File: src/rtl/sram_seq_pkg.sv
// Shared types for the asynchronous SRAM access controller.
// Assumes: nothing beyond IEEE 1800-2017.
package sram_seq_pkg;

    // Controller phases; strobe phase covers both write pulse and read access
    typedef enum logic [1:0] {
        ST_IDLE   = 2'd0,
        ST_SETUP  = 2'd1,
        ST_STROBE = 2'd2,
        ST_HOLD   = 2'd3
    } seq_state_t;

    // Largest of four phase lengths, used to size the phase counter
    function automatic int max4(input int a, input int b, input int c, input int d);
        int m;
        m = a;
        if (b > m) m = b;
        if (c > m) m = c;
        if (d > m) m = d;
        return m;
    endfunction

endpackage

File: src/rtl/sram_phase_timer.sv
// Down counter that times one controller phase.
// A load sets the count to the phase length; `last` is high in the final
// cycle of the phase. Assumes every loaded length is at least 1.
module sram_phase_timer #(
    parameter int CW = 2
) (
    input  logic          clk,
    input  logic          rst_n,
    input  logic          load,
    input  logic [CW-1:0] load_val,
    output logic          last
);

    logic [CW-1:0] cnt_q;

    // Load a new phase length or count the current phase down to zero
    always_ff @(posedge clk) begin
        if (!rst_n) begin
            cnt_q <= '0;
        end else if (load) begin
            cnt_q <= load_val;
        end else if (cnt_q != '0) begin
            cnt_q <= cnt_q - 1'b1;
        end
    end

    assign last = (cnt_q == CW'(1));

    AST_TIMER_LOAD_NONZERO: assert property (@(posedge clk) disable iff (!rst_n)
        load |-> (load_val != '0));

    AST_TIMER_LAST_ENDS: assert property (@(posedge clk) disable iff (!rst_n)
        (last && !load) |=> !last);

endmodule

File: src/rtl/sram_rd_capture.sv
// Read-data register: samples the RAM output pin only when enabled.
// Assumes the enable is high only on the final edge of a read access window.
module sram_rd_capture #(
    parameter int DW = 1
) (
    input  logic          clk,
    input  logic          rst_n,
    input  logic          cap_en,
    input  logic [DW-1:0] d,
    output logic [DW-1:0] q
);

    // Hold the last captured read value between reads
    always_ff @(posedge clk) begin
        if (!rst_n) begin
            q <= '0;
        end else if (cap_en) begin
            q <= d;
        end
    end

    AST_CAPTURE_HOLDS: assert property (@(posedge clk) disable iff (!rst_n)
        !cap_en |=> $stable(q));

endmodule

File: src/rtl/sram_seq_ctrl.sv
// Asynchronous SRAM access controller (top).
// Turns one host request into setup, strobe and release phases on a
// 4K x 1 static RAM with separate data pins. All RAM-side outputs come
// straight from registers. Assumes every phase parameter is >= 1, chosen
// as ceil(ns_min / clock_period), and that the host holds addr/we/wdata
// valid only in the cycle where req is seen while idle.
module sram_seq_ctrl
    import sram_seq_pkg::*;
#(
    parameter int AW         = 12,
    parameter int DW         = 1,
    parameter int SETUP_CYC  = 1,
    parameter int PULSE_CYC  = 2,
    parameter int ACCESS_CYC = 2,
    parameter int HOLD_CYC   = 1
) (
    input  logic          clk,
    input  logic          rst_n,
    input  logic          req,
    input  logic          we,
    input  logic [AW-1:0] addr,
    input  logic [DW-1:0] wdata,
    output logic [DW-1:0] rdata,
    output logic          ack,
    output logic [AW-1:0] ram_addr,
    output logic [DW-1:0] ram_din,
    input  logic [DW-1:0] ram_dout,
    output logic          ram_cs_n,
    output logic          ram_wr_n
);

    localparam int MAXC = max4(SETUP_CYC, PULSE_CYC, ACCESS_CYC, HOLD_CYC);
    localparam int CW   = $clog2(MAXC + 1);

    seq_state_t    state_q, state_d;
    logic          op_wr_q;
    logic          t_load;
    logic [CW-1:0] t_val;
    logic          t_last;
    logic          cap_en;
    logic          accept;

    assign accept = (state_q == ST_IDLE) && req;

    // Phase sequencing: pick the next phase and the length to load
    always_comb begin
        state_d = state_q;
        t_load  = 1'b0;
        t_val   = CW'(SETUP_CYC);
        unique case (state_q)
            ST_IDLE: begin
                if (req) begin
                    state_d = ST_SETUP;
                    t_load  = 1'b1;
                    t_val   = CW'(SETUP_CYC);
                end
            end
            ST_SETUP: begin
                if (t_last) begin
                    state_d = ST_STROBE;
                    t_load  = 1'b1;
                    t_val   = op_wr_q ? CW'(PULSE_CYC) : CW'(ACCESS_CYC);
                end
            end
            ST_STROBE: begin
                if (t_last) begin
                    state_d = ST_HOLD;
                    t_load  = 1'b1;
                    t_val   = CW'(HOLD_CYC);
                end
            end
            ST_HOLD: begin
                if (t_last) begin
                    state_d = ST_IDLE;
                end
            end
            default: state_d = ST_IDLE;
        endcase
    end

    assign cap_en = (state_q == ST_STROBE) && t_last && !op_wr_q;

    // State, strobes and completion pulse, all registered from the next phase
    always_ff @(posedge clk) begin
        if (!rst_n) begin
            state_q  <= ST_IDLE;
            ram_cs_n <= 1'b1;
            ram_wr_n <= 1'b1;
            ack      <= 1'b0;
        end else begin
            state_q  <= state_d;
            ram_cs_n <= (state_d != ST_STROBE);
            ram_wr_n <= !((state_d == ST_STROBE) && op_wr_q);
            ack      <= (state_q == ST_HOLD) && t_last;
        end
    end

    // Request latch: address, data and direction are frozen at acceptance
    always_ff @(posedge clk) begin
        if (!rst_n) begin
            ram_addr <= '0;
            ram_din  <= '0;
            op_wr_q  <= 1'b0;
        end else if (accept) begin
            ram_addr <= addr;
            ram_din  <= wdata;
            op_wr_q  <= we;
        end
    end

    sram_phase_timer #(
        .CW(CW)
    ) u_timer (
        .clk     (clk),
        .rst_n   (rst_n),
        .load    (t_load),
        .load_val(t_val),
        .last    (t_last)
    );

    sram_rd_capture #(
        .DW(DW)
    ) u_capture (
        .clk   (clk),
        .rst_n (rst_n),
        .cap_en(cap_en),
        .d     (ram_dout),
        .q     (rdata)
    );

    AST_IDLE_STANDBY: assert property (@(posedge clk) disable iff (!rst_n)
        (state_q == ST_IDLE) |-> (ram_cs_n && ram_wr_n));

    AST_CS_FALL_ADDR_SET: assert property (@(posedge clk) disable iff (!rst_n)
        $fell(ram_cs_n) |-> $stable(ram_addr));

    AST_WR_INSIDE_CS: assert property (@(posedge clk) disable iff (!rst_n)
        !ram_wr_n |-> !ram_cs_n);

    AST_PINS_STABLE: assert property (@(posedge clk) disable iff (!rst_n)
        !ram_cs_n |=> ($stable(ram_addr) && $stable(ram_din)));

    AST_CAPTURE_IN_READ: assert property (@(posedge clk) disable iff (!rst_n)
        cap_en |-> (!ram_cs_n && ram_wr_n));

    AST_ACK_ONE_CYCLE: assert property (@(posedge clk) disable iff (!rst_n)
        ack |=> !ack);

    AST_ACK_AFTER_RELEASE: assert property (@(posedge clk) disable iff (!rst_n)
        ack |-> ($past(ram_cs_n) && $past(ram_wr_n)));

endmodule

File: config.mk
export PLATFORM = sky130hd
export DESIGN_NAME = sram_seq_ctrl
export DESIGN_NICKNAME = d
export VERILOG_FILES = /design/src/rtl/sram_seq_pkg.sv /design/src/rtl/sram_phase_timer.sv /design/src/rtl/sram_rd_capture.sv /design/src/rtl/sram_seq_ctrl.sv
export SDC_FILE = /design/constraint.sdc
export NUM_CORES = 1
export LEC_CHECK = 0
export BUFFER_PORTS_ARGS = -buffer_cell sky130_fd_sc_hd__buf_2
export CELL_PAD_IN_SITES_DETAIL_PLACEMENT = 1
export CELL_PAD_IN_SITES_GLOBAL_PLACEMENT = 2
export CORE_UTILIZATION = 29
export CTS_CLUSTER_SIZE = 16
export DETAILED_ROUTE_END_ITERATION = 8
export PLACE_DENSITY_LB_ADDON = 0.1
export SYNTH_ARGS = -nofsm -noshare
export SYNTH_HDL_FRONTEND = slang
export SYNTH_SLANG_ARGS = --single-unit
export TNS_END_PERCENT = 50
File: constraint.sdc
create_clock -name clk -period 4.15 [get_ports clk]
set_input_delay 0.2075 -clock clk [delete_from_list [all_inputs] [get_ports clk]]
set_output_delay 0.2075 -clock clk [all_outputs]
set_load 0.01 [all_outputs]
==> flow_summary.yaml <==
run_status:
  status: "finished clean"
die:
  io_pins: 35
  core_region_area_um2: 3128
  die-area_um2: 3597
  initial_core_util: 0.3116
  die_width_um: 59.98
  die_y_um: 59.98
  num_rows: 20
min_path:
  hp-class: "in2reg"
layout:
  finish.utilization: 0.3924
  drive_gt1_frac: 0.2789
  final_area_um2: 1227
  area_delta_synth_final_pct: 25.93
  fillers: 389
  fin_nets: 173
  n_antenna_cell: 0
worst_setup_path:
  crit_buf_inv: 1
  crit_family: "flip-flops"
  path_cells: "inv_1 -> ha_1 -> nand2_1 -> a21oi_1 -> mux2i_1"
  critical_path_class: "reg2reg"
  crit_fanout: 15
  critPathArrivalTime_ns: 1.88
  cp-start-kind: "flop"
  cpMaxStageDelayCell: "dfxtp_1"
  ff2ff_setup_slack_ns: 2.51
  cpPeakStageDelay_ns: 0.38
  setup.worst_path.end_class: "flop"
  cp_data_required_time_ns: 4.40
timing:
  rsz0062_at_grt: "no"
  setup_viol: 0
  final.setup_skew_ns: 0.006425
  setup_tns_ns: 0
  worst_pin_slew_ns: 0.7294
  hold_violations: 0
  fmax_ghz: 0.6106
  timing.hold.ws_ns: 0.1171
  finalMaxSlewViolations: 0
  period_share: 0.3946
  min_period_ns: 1.638
  relSlewSlack: 0.5135
clocking:
  cts_hold_buf: 0
  cts_made_buffers: 3
  clock-root-buffer: "clkbuf_4"
  cts.repair.resized: 0
  clock_latency_ns: 0.31
  cts_tree: "yes"
  ctsHtreeMaxLevel: 1
  cts_setup_buffers: 0
  cts.path.max_buffers: 2
  path_clk_slew_ns: 0.13
  clock-sinks: 22
grt:
  grt_pass1_vias: 820
  grt_usage: 0.1414
  grt_max_degree: 19
  antenna_found_initial: 0
  overflow: 0
  grt_pass1_wl_um: 3663
synthesis:
  synth_compound_area_frac: 0.1451
  synth_simple_gate_area_share: 0.2144
  syn-cell-area_um2: 974.7
  ys_seq_area_frac: 0.4519
  synth_adder_area_share: 0.08986
  ys_seq_elements: 22
  synth_xor_area_frac: 0.008986
  post_synth.cell_area_avg_um2: 8.626
  synth_nets: 138
  synth_top_family_by_area: "simple AND/OR/NAND/NOR gates"
  netlist_instances: 113
  yosys_warnings: 0
  synthMuxAreaShare: 0.04108
  ys_types: 25
drt:
  drtPass1Iterations: 2
  drt-initial-drc-count: 28
  antenna_left: 0
  vias: 856
  drt-wirelength-per-cell_um: 11.82
  routed_wl_um: 2257
  drc: 0
  viasPerCell: 4.482
power:
  p_leak_nw: 0.5653
  p_per_area_nw_per_um2: 508.5
  total_power_mw: 0.6242
  ir_worst_vdd_v: 0.0002912
place:
  dpl_cell_area_um2: 1175
  port_buffers: 34
  hpwl_um: 1737
  gp_congestion: 0.7926
flow_run:
  maxCapViolCount: 0
==> routing by layer <==
metal,wire [um],part of all wire,GRT usage
met5,0,0,0
met4,21,0.0093,0.05980
met3,124,0.055,0.04329
met2,1107,0.49,0.2571
met1,1003,0.44,0.1493
==> state kept, by name (all words and copies together) (netlist names) <==
register,flops
state_q,2
u_capture.q,1
ram_din,1
ram_cs_n,1
ack,1
op_wr_q,1
ram_addr,12
u_timer.cnt_q,2
ram_wr_n,1
==> tightest hold or removal path: stages <==
cell and delay [ns]:
buf_2 0.09, nand2_1 0.04, a21oi_1 0.05
==> cells in the mapped netlist <==
| cell type | instances | area [um^2] |
|---|---|---|
| dfxtp_1 | 22 | 440.4 |
| nand2b_4 | 1 | 13.76 |
| o21bai_1 | 1 | 7.510 |
| and2_1 | 1 | 6.260 |
| ha_1 | 7 | 87.58 |
| inv_1 | 5 | 18.77 |
| and2_0 | 1 | 6.260 |
| nand3b_1 | 2 | 15.01 |
| a2111oi_4 | 1 | 27.53 |
| clkbuf_1 | 1 | 3.750 |
| or2_1 | 1 | 6.260 |
| and3_2 | 1 | 7.510 |
| o211ai_1 | 1 | 7.510 |
| a22o_1 | 1 | 8.760 |
| xnor2_1 | 1 | 8.760 |
| a21oi_1 | 16 | 80.08 |
| mux2i_1 | 4 | 40.04 |
| buf_2 | 2 | 10.01 |
| buf_6 | 1 | 11.26 |
| nand3_1 | 1 | 5.000 |
| o21ai_0 | 2 | 10.01 |
| clkinv_1 | 1 | 3.750 |
| nand2b_1 | 1 | 6.260 |
| nor2_1 | 5 | 18.77 |
| nand2_1 | 33 | 123.9 |
==> kinds of logic after synthesis <==
kind of cell	after synthesis
xor gates and xnor gates	1
muxes	4
buffers and inverters	10
DFF	22
adders and majority gates	7
AOI/OAI and AO/OA	22
and+or+nand+nor	47
==> layout make-up <==
| type | instances | area [um^2] | share of cell area |
|---|---|---|---|
| repair buffers | 34 | 170.2 | 0.1386 |
| multi-input cells | 81 | 486.7 | 0.3965 |
| well taps | 44 | 55.05 | 0.04485 |
| inverters | 6 | 22.52 | 0.01835 |
| clock inverters | 1 | 30.03 | 0.02446 |
| flip-flops and latches | 22 | 440.4 | 0.3588 |
| clock buffers | 3 | 22.52 | 0.01835 |
==> cell usage in the layout, fill, tap and decap left out, drive strengths merged <==
| cell | n |
|---|---|
| and3 | 1 |
| nand2 | 33 |
| o21ai | 2 |
| clkbuf | 3 |
| ha | 7 |
| clkinv | 1 |
| or2 | 1 |
| nand3 | 1 |
| a22o | 1 |
| a21oi | 16 |
| bufinv | 1 |
| buf | 34 |
| o21bai | 1 |
| mux2i | 4 |
| nor2 | 5 |
| a2111oi | 1 |
| nand3b | 2 |
| o211ai | 1 |
| nand2b | 2 |
| dfxtp | 22 |
| xnor2 | 1 |
| and2 | 2 |
| inv | 5 |
==> stage by stage <==
stage | worst slack [ns] | cells
floorplan | 2.762 | 113
global route | 2.328 | 191
finish | 2.512 | 191
CTS | 2.452 | 191
detailed placement | 2.507 | 187
global placement | 2.590 | 187
==> worst paths after layout <==
| path | start | to | cells past startpoint |
|---|---|---|---|
| min | wdata | ram_din | 3 |
| max reg2reg | state_q[1] | u_timer.cnt_q[1] | 5 |
| min reg2reg | op_wr_q | ram_wr_n | 1 |
| max | state_q[1] | u_timer.cnt_q[1] | 5 |
==> where the power goes <==
| part | leakage [nW] | switching (mW) | internal, mW |
|---|---|---|---|
| logic | 0.357 | 0.118 | 0.0854 |
| registers | 0.180 | 0.0175 | 0.239 |
| clock network | 0.0279 | 0.0667 | 0.0976 |
No activity file was read; power rests on OpenSTA's default activity.
